==> src/rtl/uart_mdm_loop_pkg.sv <==
package uart_mdm_loop_pkg;
   localparam int unsigned MDM_W = 4;
   localparam int unsigned IDX_RI  = 3;
   localparam int unsigned IDX_DCD = 2;
   localparam int unsigned IDX_CTS = 1;
   localparam int unsigned IDX_DSR = 0;

   typedef logic [MDM_W-1:0] mdm_vec_t;

   typedef struct packed {
      logic lbe;
      logic out2;
      logic out1;
      logic rts;
      logic dtr;
   } mdm_ctrl_t;
endpackage

==> src/rtl/uart_mdm_sync.sv <==
module uart_mdm_sync #(
   parameter int unsigned WIDTH  = 4,
   parameter int unsigned STAGES = 2
) (
   input  logic             clk_i,
   input  logic             rst_ni,
   input  logic [WIDTH-1:0] async_i,
   output logic [WIDTH-1:0] sync_o
);
   localparam int unsigned LAST = STAGES - 1;

   if (STAGES < 2) begin : g_bad_depth
      $error("uart_mdm_sync: STAGES must be at least 2");
   end
   if (WIDTH < 1) begin : g_bad_width
      $error("uart_mdm_sync: WIDTH must be at least 1");
   end

   logic [WIDTH-1:0] stg_q [STAGES];

   for (genvar s = 0; s < STAGES; s++) begin : g_stage
      always_ff @(posedge clk_i or negedge rst_ni) begin
         if (!rst_ni) begin
            stg_q[s] <= '0;
         end else if (s == 0) begin
            stg_q[s] <= async_i;
         end else begin
            stg_q[s] <= stg_q[(s == 0) ? 0 : s-1];
         end
      end
   end

   assign sync_o = stg_q[LAST];
endmodule

==> src/rtl/uart_mdm_xmap.sv <==
module uart_mdm_xmap
   import uart_mdm_loop_pkg::*;
(
   input  mdm_ctrl_t ctrl_i,
   input  logic      wr_i,
   input  mdm_vec_t  irq_cur_i,
   output logic      upd_o,
   output mdm_vec_t  flags_nxt_o,
   output mdm_vec_t  irq_nxt_o
);
   mdm_vec_t cleared;

   always_comb begin
      flags_nxt_o          = '0;
      flags_nxt_o[IDX_RI]  = ctrl_i.out2;
      flags_nxt_o[IDX_DCD] = ctrl_i.out1;
      flags_nxt_o[IDX_CTS] = ctrl_i.rts;
      flags_nxt_o[IDX_DSR] = ctrl_i.dtr;
   end

   assign upd_o   = wr_i & ctrl_i.lbe;
   assign cleared = irq_cur_i & ~{MDM_W{1'b1}};

   for (genvar b = 0; b < MDM_W; b++) begin : g_irq_bit
      assign irq_nxt_o[b] = cleared[b] | flags_nxt_o[b];
   end
endmodule

==> src/rtl/uart_mdm_loop.sv <==
module uart_mdm_loop
   import uart_mdm_loop_pkg::*;
#(
   parameter int unsigned SYNC_STAGES = 2
) (
   input  logic       clk_i,
   input  logic       rst_ni,
   input  logic       ctrl_wr_i,
   input  logic       ctrl_lbe_i,
   input  logic       ctrl_out2_i,
   input  logic       ctrl_out1_i,
   input  logic       ctrl_rts_i,
   input  logic       ctrl_dtr_i,
   input  logic [3:0] mdm_pins_i,
   output logic [3:0] stat_flags_o,
   output logic [3:0] ms_irq_o,
   output logic       irq_upd_o
);
   mdm_ctrl_t ctrl;
   mdm_vec_t  pins_sync;
   mdm_vec_t  map_flags;
   mdm_vec_t  map_irq;
   logic      lb_upd;
   mdm_vec_t  flags_q;
   mdm_vec_t  irq_q;
   logic      upd_q;

   assign ctrl = '{lbe: ctrl_lbe_i, out2: ctrl_out2_i, out1: ctrl_out1_i,
                   rts: ctrl_rts_i, dtr: ctrl_dtr_i};

   uart_mdm_sync #(
      .WIDTH  (MDM_W),
      .STAGES (SYNC_STAGES)
   ) u_sync (
      .clk_i   (clk_i),
      .rst_ni  (rst_ni),
      .async_i (mdm_pins_i),
      .sync_o  (pins_sync)
   );

   uart_mdm_xmap u_xmap (
      .ctrl_i      (ctrl),
      .wr_i        (ctrl_wr_i),
      .irq_cur_i   (irq_q),
      .upd_o       (lb_upd),
      .flags_nxt_o (map_flags),
      .irq_nxt_o   (map_irq)
   );

   always_ff @(posedge clk_i or negedge rst_ni) begin
      if (!rst_ni) begin
         flags_q <= '0;
         irq_q   <= '0;
         upd_q   <= 1'b0;
      end else begin
         upd_q <= lb_upd;
         if (lb_upd) begin
            flags_q <= map_flags;
            irq_q   <= map_irq;
         end else if (!ctrl.lbe) begin
            flags_q <= pins_sync;
         end
      end
   end

   assign stat_flags_o = flags_q;
   assign ms_irq_o     = irq_q;
   assign irq_upd_o    = upd_q;
endmodule

==> config.mk <==
export PLATFORM = sky130hd
export DESIGN_NAME = uart_mdm_loop
export DESIGN_NICKNAME = d
export VERILOG_FILES = /design/src/rtl/uart_mdm_loop_pkg.sv /design/src/rtl/uart_mdm_sync.sv /design/src/rtl/uart_mdm_xmap.sv /design/src/rtl/uart_mdm_loop.sv
export SDC_FILE = /design/constraint.sdc
export NUM_CORES = 1
export LEC_CHECK = 0
export ABC_AREA = 1
export BUFFER_PORTS_ARGS = -buffer_cell sky130_fd_sc_hd__buf_2
export CAP_MARGIN = 10
export CORE_AREA = 5 5 42 44
export DETAILED_ROUTE_END_ITERATION = 10
export DIE_AREA = 0 0 47 49
export PLACE_DENSITY = 0.7
export SYNTH_ARGS = -nofsm -noshare
export SYNTH_HDL_FRONTEND = slang
export SYNTH_SLANG_ARGS = --single-unit
==> constraint.sdc <==
create_clock -name clk_i -period 0.9 [get_ports clk_i]
set_clock_uncertainty 0.1 [all_clocks]
set_input_delay 0.18 -clock clk_i [delete_from_list [all_inputs] [get_ports clk_i]]
set_output_delay 0.18 -clock clk_i [all_outputs]
set_load 0.02 [all_outputs]
==> flow_summary.json, run 1 <==
{
  "worst_r2r_endpoint": "stat_flags_o[2]",
  "timing.final.crit_period_ns": 1.09,
  "hold_path.class": "input port to flop",
  "cts.path.max_buffers": 2,
  "drv_slew": 0,
  "groute.usage.overall": 0.108,
  "nFillCells": 110,
  "synth_area_per_cell_um2": 12.1,
  "critPathKind": "flop to primary output",
  "die-height_um": 49,
  "clk-insertion-delay-late_ns": 0.28,
  "power.density_nw_per_um2": 1730,
  "timing.reg2reg.worst_path_depth": 4,
  "cpMaxStageDelayCell": "sky130_fd_sc_hd__dfrtp_1",
  "tightest_slew_ns": 0.367,
  "drc": 0,
  "critical_path.max_stage_delay_ns": 0.40,
  "post_synth_instance_area_um2": 557,
  "cap_viol_max_count": 0,
  "synth_area_leaders": "sky130_fd_sc_hd__dfrtp_1 (76%), sky130_fd_sc_hd__nand3_1 (11%), sky130_fd_sc_hd__nand2_1 (8.8%), sky130_fd_sc_hd__buf_6 (2.0%), sky130_fd_sc_hd__inv_1 (2.0%)",
  "critical_path.startpoint_type": "flop",
  "num_rows": 14,
  "postRouteWirelength_um": 1120,
  "final_cell_count_no_fill": 101,
  "die-area_um2": 2300,
  "place.port_buffers": 20,
  "yosysWarningCount": 0,
  "critical_hold_path_startpoint": "ctrl_rts_i",
  "detail_route.wl_per_cell_um": 11.1,
  "crit_path_max_fanout": 2,
  "r2r_start": "stat_flags_o[2]",
  "dp_hpwl_um": 748,
  "synth_cells": 46,
  "clk_pin_slew_worst_paths_ns": 0.09,
  "max-slew-margin-rel": 0.756,
  "cts_tree": "yes",
  "vias": 447,
  "die_w_um": 47,
  "violations": "setup timing",
  "grt_setup_unrepaired": "yes",
  "grt_max_degree": 18,
  "finalWeightedCongestion": 0.814,
  "min_path_cells": 3,
  "result_of_the_run": "finished with violations",
  "fin_nets": 98,
  "start_util": 0.397,
  "yosys.cell_types.count": 5,
  "setup_slack_ns": -0.194,
  "hold_viol_final": 0,
  "number_of_buffers_added_by_the_clock_tree_synthesis_step": 3,
  "areaGrowthSynthToFinish_pct": 66.5,
  "yosysSeqAreaShare": 0.764,
  "whs_endpoint": "ms_irq_o[1]",
  "drive_gt1_frac": 0.494,
  "route.antenna.remaining_nets": 0,
  "num_io_pins": 21,
  "hold_ws_ns": 0.0831,
  "power.leakage_uw": 0.000496,
  "final_min_period_over_clock_period": 1.22,
  "cp_cell_sequence": "buf_6",
  "critical-path-top-delay-family": "flip-flops",
  "grt_first_pass_wirelength_um": 1770,
  "vias_per_cell": 4.43,
  "grt_antenna_before_repair": 0,
  "antenna_cells": 0,
  "r2r_setup_slack_ns": -0.07,
  "timing.final.setup_violations": 13,
  "placedCellCount": 81,
  "clk_root_buffer_cell": "sky130_fd_sc_hd__clkbuf_4",
  "flip_flop_and_latch_count_after_synthesis": 17,
  "syn-num-nets": 58,
  "core_area_um2": 1400,
  "numClockSinks": 17,
  "max_clock_freq_mhz": 914,
  "vias_in_the_first_global_route": 418,
  "area_fraction_of_the_dominant_cell_type_after_synthesis": 0.764,
  "timing.critical_path.to_type": "primary output",
  "drt_iter0_drc": 5,
  "synth.largest_area_cell": "sky130_fd_sc_hd__dfrtp_1",
  "arrival_ns": 0.81,
  "global_route.overflow_total": 0,
  "peakVddDrop_v": 0.00121,
  "required_ns": 0.62,
  "1st_pass_router_iterations": 4,
  "timing.critical_path.buf_inv": 1,
  "cts_max_level": 1
}
report_power, final:
| part | internal [µW] | switching [µW] |
|---|---|---|
| sequential | 823 | 32.1 |
| combinational | 210 | 161 |
| clock | 172 | 209 |
flip-flops by register name (all words and copies together) (netlist names):
signal         cells
u_sync.sync_o      4
irq_upd_o          1
stat_flags_o       4
ms_irq_o           4
u_sync.stg_q       4
synth_stat cells (all sizes together):
library cell	instances
buf	1
dfrtp	17
nand3	12
nand2	13
inv	3
cell type report:
class                   count  area, µm²  area share
flip-flops and latches     17        425       0.459
repair buffers             36        300       0.324
multi-input cells          25        144       0.155
clock buffers               4       26.3      0.0283
well taps                  16       20.0      0.0216
inverters                   3       11.3      0.0121
placed cells by master (no fill, tap or decap):
| cell type | netlist | final |
|---|---|---|
| sky130_fd_sc_hd__buf_2 | 0 | 11 |
| sky130_fd_sc_hd__buf_4 | 0 | 8 |
| sky130_fd_sc_hd__buf_6 | 1 | 12 |
| sky130_fd_sc_hd__clkbuf_1 | 0 | 1 |
| sky130_fd_sc_hd__clkbuf_4 | 0 | 3 |
| sky130_fd_sc_hd__dfrtp_1 | 17 | 17 |
| sky130_fd_sc_hd__dlygate4sd3_1 | 0 | 5 |
| sky130_fd_sc_hd__inv_1 | 3 | 3 |
| sky130_fd_sc_hd__nand2_1 | 13 | 11 |
| sky130_fd_sc_hd__nand2_2 | 0 | 2 |
| sky130_fd_sc_hd__nand3_1 | 12 | 6 |
| sky130_fd_sc_hd__nand3_2 | 0 | 6 |
metal layers:
layer,part of all wire,vias up,global-route usage,wire length [µm]
met5,0,-,0,0
met4,0.0062,0,0.0553,7
met3,0.11,2,0.0221,125
met2,0.52,18,0.179,585
met1,0.36,199,0.123,402
li1,-,228,-,-
worst min-delay path: cells and delay by family:
family,cells,cell delay [ns]
AND/OR/NAND/NOR,2,0.17
buffers and inverters,1,0.08
repair_timing:
| action | CTS | global route |
|---|---|---|
| buffers inserted | 6 | 8 |
| endpoints found under the setup margin | 9 | 12 |
| hold endpoints to repair | 21 | 0 |
| resized for setup | 18 | 11 |
| hold buffers | 5 | 0 |
| pin swaps | 0 | 3 |
worst max path at each step:
| stage | start | end | slack (ns) | cells past startpoint |
|---|---|---|---|---|
| detailed placement | ctrl_lbe_i | ms_irq_o[0] | 0.05 | 4 |
| finish | ms_irq_o[0] | ms_irq_o[0] | -0.19 | 1 |
| global placement | ctrl_lbe_i | ms_irq_o[1] | 0.08 | 4 |
| global route | ms_irq_o[0] | ms_irq_o[0] | -0.23 | 1 |
| CTS | stat_flags_o[2] | stat_flags_o[2] | -0.22 | 1 |
| floorplan | stat_flags_o[3] | stat_flags_o[3] | 0.08 | 2 |
kinds of logic after synthesis:
| family | after synthesis | share of synthesized area |
|---|---|---|
| and+or+nand+nor | 25 | 0.196 |
| DFF | 17 | 0.764 |
| buffers and inverters | 4 | 0.0404 |
through the flow:
stage	util	setup WS [ns]	power [µW]	setup TNS (ns)	cell area, µm²
2_1_floorplan	-	0.0844	967	0	557
3_3_place_gp	0.475	0.0774	1060	0	666
3_5_place_dp	0.475	0.0464	1060	0	666
4_1_cts	0.602	-0.216	1570	-1.80	843
5_1_grt	0.662	-0.234	1700	-2.35	927
6_report	0.662	-0.194	1610	-1.88	927
No activity file was read; power rests on OpenSTA's default activity.
==> inputs of run 2 (changes only) <==
--- a/config.mk
+++ b/config.mk
@@ -12,6 +12,7 @@
 export DETAILED_ROUTE_END_ITERATION = 10
 export DIE_AREA = 0 0 47 49
 export PLACE_DENSITY = 0.7
+export RECOVER_POWER = 50
 export SYNTH_ARGS = -nofsm -noshare
 export SYNTH_HDL_FRONTEND = slang
 export SYNTH_SLANG_ARGS = --single-unit
==> run 2 against run 1 <==
Compared with the run above:
- the run still ends with setup timing left
- flip-flop and latch count is the same
- highest routed layer unchanged
- combinational power about the same
- largest power group unchanged
- worst setup slack did not move
- largest cell class unchanged
- critical path depth is the same
- worst hold slack worse by 0.0026 ns
- non-clock buffer count unchanged
- power about the same
- clock power about the same
==> flow_summary.json, run 2 (synthesized netlist as in run 1, its figures left out) <==
{
  "result_of_the_run": "finished with violations",
  "violations": "setup timing",
  "power.density_nw_per_um2": 1730,
  "cp_cell_sequence": "buf_6",
  "cts_tree": "yes",
  "multi_input_comb_area_um2": 144,
  "cts.path.max_buffers": 2,
  "hold_viol_final": 0,
  "min_path_cells": 3,
  "place.port_buffers": 20,
  "drc": 0,
  "drv_slew": 0,
  "mostFrequentLayoutCells": "sky130_fd_sc_hd__dfrtp_1 (17), sky130_fd_sc_hd__buf_6 (12), sky130_fd_sc_hd__nand2_1 (11)",
  "finalWeightedCongestion": 0.814,
  "die-height_um": 49,
  "final_common_cell": "sky130_fd_sc_hd__dfrtp_1",
  "grt_max_degree": 18,
  "cpMaxStageDelayCell": "sky130_fd_sc_hd__dfrtp_1",
  "timing.setup.tns_ns": -1.89,
  "regArea_um2": 425,
  "arrival_ns": 0.81,
  "peakVddDrop_v": 0.00121,
  "critical-path-top-delay-family": "flip-flops",
  "detail_route.wl_per_cell_um": 11.1,
  "final_min_period_over_clock_period": 1.22,
  "groute.usage.overall": 0.108,
  "drive_gt1_frac": 0.482,
  "hold_ws_ns": 0.0805,
  "postRouteWirelength_um": 1120,
  "route.antenna.remaining_nets": 0,
  "vias": 446,
  "areaGrowthSynthToFinish_pct": 66.3,
  "cts_max_level": 1,
  "cap_viol_max_count": 0,
  "max-slew-margin-rel": 0.710,
  "grt_first_pass_wirelength_um": 1770,
  "1st_pass_router_iterations": 4,
  "max_clock_freq_mhz": 914,
  "die-area_um2": 2300,
  "vias_per_cell": 4.42,
  "clk_pin_slew_worst_paths_ns": 0.09,
  "timing.final.setup_violations": 13,
  "tightest_slew_ns": 0.434,
  "timing.reg2reg.worst_path_depth": 4,
  "crit_path_max_fanout": 2,
  "setup_slack_ns": -0.194,
  "grt_antenna_before_repair": 0,
  "timing.final.crit_period_ns": 1.09,
  "dp_hpwl_um": 748,
  "r2r_setup_slack_ns": -0.07,
  "clk_root_buffer_cell": "sky130_fd_sc_hd__clkbuf_4",
  "fin_nets": 98,
  "number_of_buffers_added_by_the_clock_tree_synthesis_step": 3,
  "critical_hold_path_startpoint": "ctrl_rts_i",
  "num_io_pins": 21,
  "global_route.overflow_total": 0,
  "drt_iter0_drc": 5,
  "timing.critical_path.to_type": "primary output",
  "grt_setup_unrepaired": "yes",
  "power.leakage_uw": 0.000493,
  "required_ns": 0.62,
  "vias_in_the_first_global_route": 418,
  "clk-insertion-delay-late_ns": 0.28,
  "nFillCells": 111,
  "worst_r2r_endpoint": "stat_flags_o[2]",
  "critical_path.max_stage_delay_ns": 0.40,
  "numClockSinks": 17,
  "critical_path.startpoint_type": "flop",
  "whs_endpoint": "ms_irq_o[1]",
  "critPathKind": "flop to primary output",
  "hold_path.class": "input port to flop",
  "finalPower_uw": 1610,
  "start_util": 0.397,
  "timing.critical_path.buf_inv": 1,
  "antenna_cells": 0,
  "die_w_um": 47,
  "r2r_start": "stat_flags_o[2]",
  "core_area_um2": 1400,
  "num_rows": 14
}
run 2: power breakdown:
group	leakage, µW	total [µW]	switching, µW	internal, µW
logic	0.000274	370	161	209
registers	0.000204	855	32.1	823
clock network	0.0000150	381	209	172
run 2: area by class of cell:
type	count	area share
Inverter	3	0.0122
Tap cell	16	0.0216
Clock buffer	4	0.0284
Timing Repair Buffer	36	0.323
Multi-Input combinational cell	25	0.155
Sequential cell	17	0.459
run 2: worst max path at each step:
stage	start	to	cells past startpoint	slack (ns)
6_report	ms_irq_o[0]	ms_irq_o[0]	1	-0.19
5_1_grt	ms_irq_o[0]	ms_irq_o[0]	1	-0.23
4_1_cts	stat_flags_o[2]	stat_flags_o[2]	1	-0.22
3_5_place_dp	ctrl_lbe_i	ms_irq_o[0]	4	0.05
3_3_place_gp	ctrl_lbe_i	ms_irq_o[1]	4	0.08
2_1_floorplan	stat_flags_o[3]	stat_flags_o[3]	2	0.08
run 2: per-stage QoR:
step	cells	worst slack, ns	util	area (µm²)
after floorplan	46	0.0844	-	557
after global placement	81	0.0774	0.475	666
after detailed placement	81	0.0464	0.475	666
after CTS	96	-0.216	0.602	843
after global routing	101	-0.234	0.661	926
final	101	-0.194	0.661	926
run 2: per-layer routing:
metal,vias up,global-route usage,routed length (µm)
met1,199,0.123,400
met5,-,0,0
li1,227,-,-
met4,0,0.0553,7
met3,2,0.0221,125
met2,18,0.179,588
run 2: what timing repair did:
item / 4_1_cts / 5_1_grt
resized for setup: 18 / 11
endpoints found under the setup margin: 9 / 12
buffers inserted: 6 / 8
hold buffers: 5 / 0
pin swaps: 0 / 3
cloned: 0 / 0
hold endpoints to repair: 21 / 0
==> inputs of run 3 (changes only) <==
--- a/config.mk
+++ b/config.mk
@@ -9,6 +9,7 @@
 export BUFFER_PORTS_ARGS = -buffer_cell sky130_fd_sc_hd__buf_2
 export CAP_MARGIN = 10
 export CORE_AREA = 5 5 42 44
+export CTS_BUF_LIST = sky130_fd_sc_hd__clkbuf_8
 export DETAILED_ROUTE_END_ITERATION = 10
 export DIE_AREA = 0 0 47 49
 export PLACE_DENSITY = 0.7
==> run 3 against run 2 <==
Compared with the run above:
- the flow still finishes with violations (setup timing)
- die area unchanged
- first-iteration DRC count fell by 40%
- critical path depth stayed put
- count of clock-buffer cells in the layout down 1
- worst hold slack better by 0.031 ns
- largest cell class unchanged
- largest power group unchanged
==> flow_summary.json, run 3 (synthesized netlist as in run 1, its figures left out) <==
{
  "timing.final.setup_violations": 14,
  "critical-path-top-delay-family": "flip-flops",
  "whs_endpoint": "ms_irq_o[1]",
  "number_of_buffers_added_by_the_clock_tree_synthesis_step": 3,
  "power.switching_uw": 424,
  "fin_nets": 99,
  "dp_hpwl_um": 748,
  "numClockSinks": 17,
  "drive_gt1_frac": 0.465,
  "netSwitchingFraction": 0.241,
  "power_frac_seq": 0.486,
  "hold_path.class": "input port to flop",
  "global_route.overflow_total": 0,
  "timing.reg2reg.worst_path_depth": 4,
  "r2r_start": "stat_flags_o[3]",
  "crit_path_max_fanout": 2,
  "worst_r2r_endpoint": "stat_flags_o[3]",
  "postRouteWirelength_um": 1190,
  "result_of_the_run": "finished with violations",
  "min_path_cells": 3,
  "cts.path.max_buffers": 2,
  "cp_cell_sequence": "buf_6",
  "clk-insertion-delay-late_ns": 0.25,
  "combinationalPowerShare": 0.211,
  "arrival_ns": 0.77,
  "power.density_nw_per_um2": 1880,
  "timing.setup.tns_ns": -1.65,
  "die-area_um2": 2300,
  "cts_tree": "yes",
  "cts_max_level": 1,
  "cap_viol_max_count": 0,
  "drv_slew": 0,
  "detail_route.wl_per_cell_um": 11.7,
  "vias_in_the_first_global_route": 416,
  "cpMaxStageDelayCell": "sky130_fd_sc_hd__dfrtp_1",
  "timing.critical_path.to_type": "primary output",
  "timing.final.crit_period_ns": 1.05,
  "clock_power_share": 0.303,
  "core_area_um2": 1400,
  "num_rows": 14,
  "hold_viol_final": 0,
  "critical_hold_path_startpoint": "ctrl_rts_i",
  "antenna_cells": 0,
  "max-slew-margin-rel": 0.715,
  "grt_antenna_before_repair": 0,
  "grt_first_pass_wirelength_um": 1810,
  "finalWeightedCongestion": 0.814,
  "grt_max_degree": 18,
  "tightest_slew_ns": 0.427,
  "start_util": 0.397,
  "clk_pin_slew_worst_paths_ns": 0.06,
  "num_io_pins": 21,
  "grt_setup_unrepaired": "yes",
  "hold_ws_ns": 0.111,
  "max_clock_freq_mhz": 948,
  "die-height_um": 49,
  "required_ns": 0.62,
  "pre_cts_slack_ns": 0.0464,
  "critical_path.max_stage_delay_ns": 0.39,
  "die_w_um": 47,
  "place.port_buffers": 20,
  "placedCellCount": 81,
  "violations": "setup timing",
  "drc": 0,
  "vias_per_cell": 4.50,
  "critPathKind": "flop to primary output",
  "final_common_cell": "sky130_fd_sc_hd__dfrtp_1",
  "power.leakage_uw": 0.000504,
  "timing.critical_path.buf_inv": 1,
  "1st_pass_router_iterations": 4,
  "areaGrowthSynthToFinish_pct": 68.5,
  "vias": 459,
  "critical_path.startpoint_type": "flop",
  "clk_root_buffer_cell": "sky130_fd_sc_hd__clkbuf_8",
  "final_cell_count_no_fill": 102,
  "final_min_period_over_clock_period": 1.17,
  "peakVddDrop_v": 0.00111,
  "final_cell_utilization_of_the_core": 0.670,
  "mostFrequentLayoutCells": "sky130_fd_sc_hd__dfrtp_1 (17), sky130_fd_sc_hd__nand2_1 (11), sky130_fd_sc_hd__buf_6 (11)",
  "p_int_uw": 1340,
  "r2r_setup_slack_ns": -0.11,
  "route.antenna.remaining_nets": 0,
  "drt_iter0_drc": 3,
  "setup_slack_ns": -0.154,
  "groute.usage.overall": 0.117
}
-- run 3: worst min-delay path: cells and delay by family --
kind / cells / cell delay (ns)
buffers and inverters: 1 / 0.08
and+or+nand+nor: 2 / 0.17
-- run 3: area by class of cell --
type | instances | area (µm²)
Fill cell | 108 | 463
Inverter | 3 | 11.3
Clock buffer | 3 | 41.3
Sequential cell | 17 | 425
Timing Repair Buffer | 37 | 303
Multi-Input combinational cell | 25 | 134
Tap cell | 16 | 20.0
Clock inverter | 1 | 3.75
-- run 3: what timing repair did --
action,in CTS,in global routing
gates cloned,0,0
pin swaps,0,2
hold buffers,5,0
endpoints found under the hold margin,21,0
resized for setup,18,8
setup buffers,6,6
endpoints found under the setup margin,9,11
-- run 3: worst max-delay path by stage --
stage	slack (ns)	depth (start not counted)	start	to
2_1_floorplan	0.08	2	stat_flags_o[3]	stat_flags_o[3]
3_3_place_gp	0.08	4	ctrl_lbe_i	ms_irq_o[1]
3_5_place_dp	0.05	4	ctrl_lbe_i	ms_irq_o[0]
4_1_cts	-0.17	1	stat_flags_o[2]	stat_flags_o[2]
5_1_grt	-0.19	1	stat_flags_o[2]	stat_flags_o[2]
6_report	-0.15	1	stat_flags_o[3]	stat_flags_o[3]
-- run 3: through the flow --
| stage | instance area, µm² | total power, µW |
|---|---|---|
| floorplan | 557 | 967 |
| global placement | 666 | 1060 |
| detailed placement | 666 | 1060 |
| CTS | 862 | 1730 |
| global route | 938 | 1870 |
| finish | 938 | 1760 |
-- run 3: power groups by stage --
stage | Combinational (µW) | Clock (µW) | Sequential (µW)
floorplan | 52.0 | 0 | 915
global placement | 193 | 0 | 863
detailed placement | 197 | 0 | 862
CTS | 307 | 565 | 855
global route | 400 | 608 | 862
finish | 371 | 534 | 857
-- run 3: routing by layer --
metal  global-route usage  vias to the layer above  share of wire
li1                     -                      229              -
met1                0.130                      202           0.34
met2                0.174                       23           0.51
met3               0.0332                        5           0.11
met4               0.0968                        0          0.036
met5                    0                        -              0
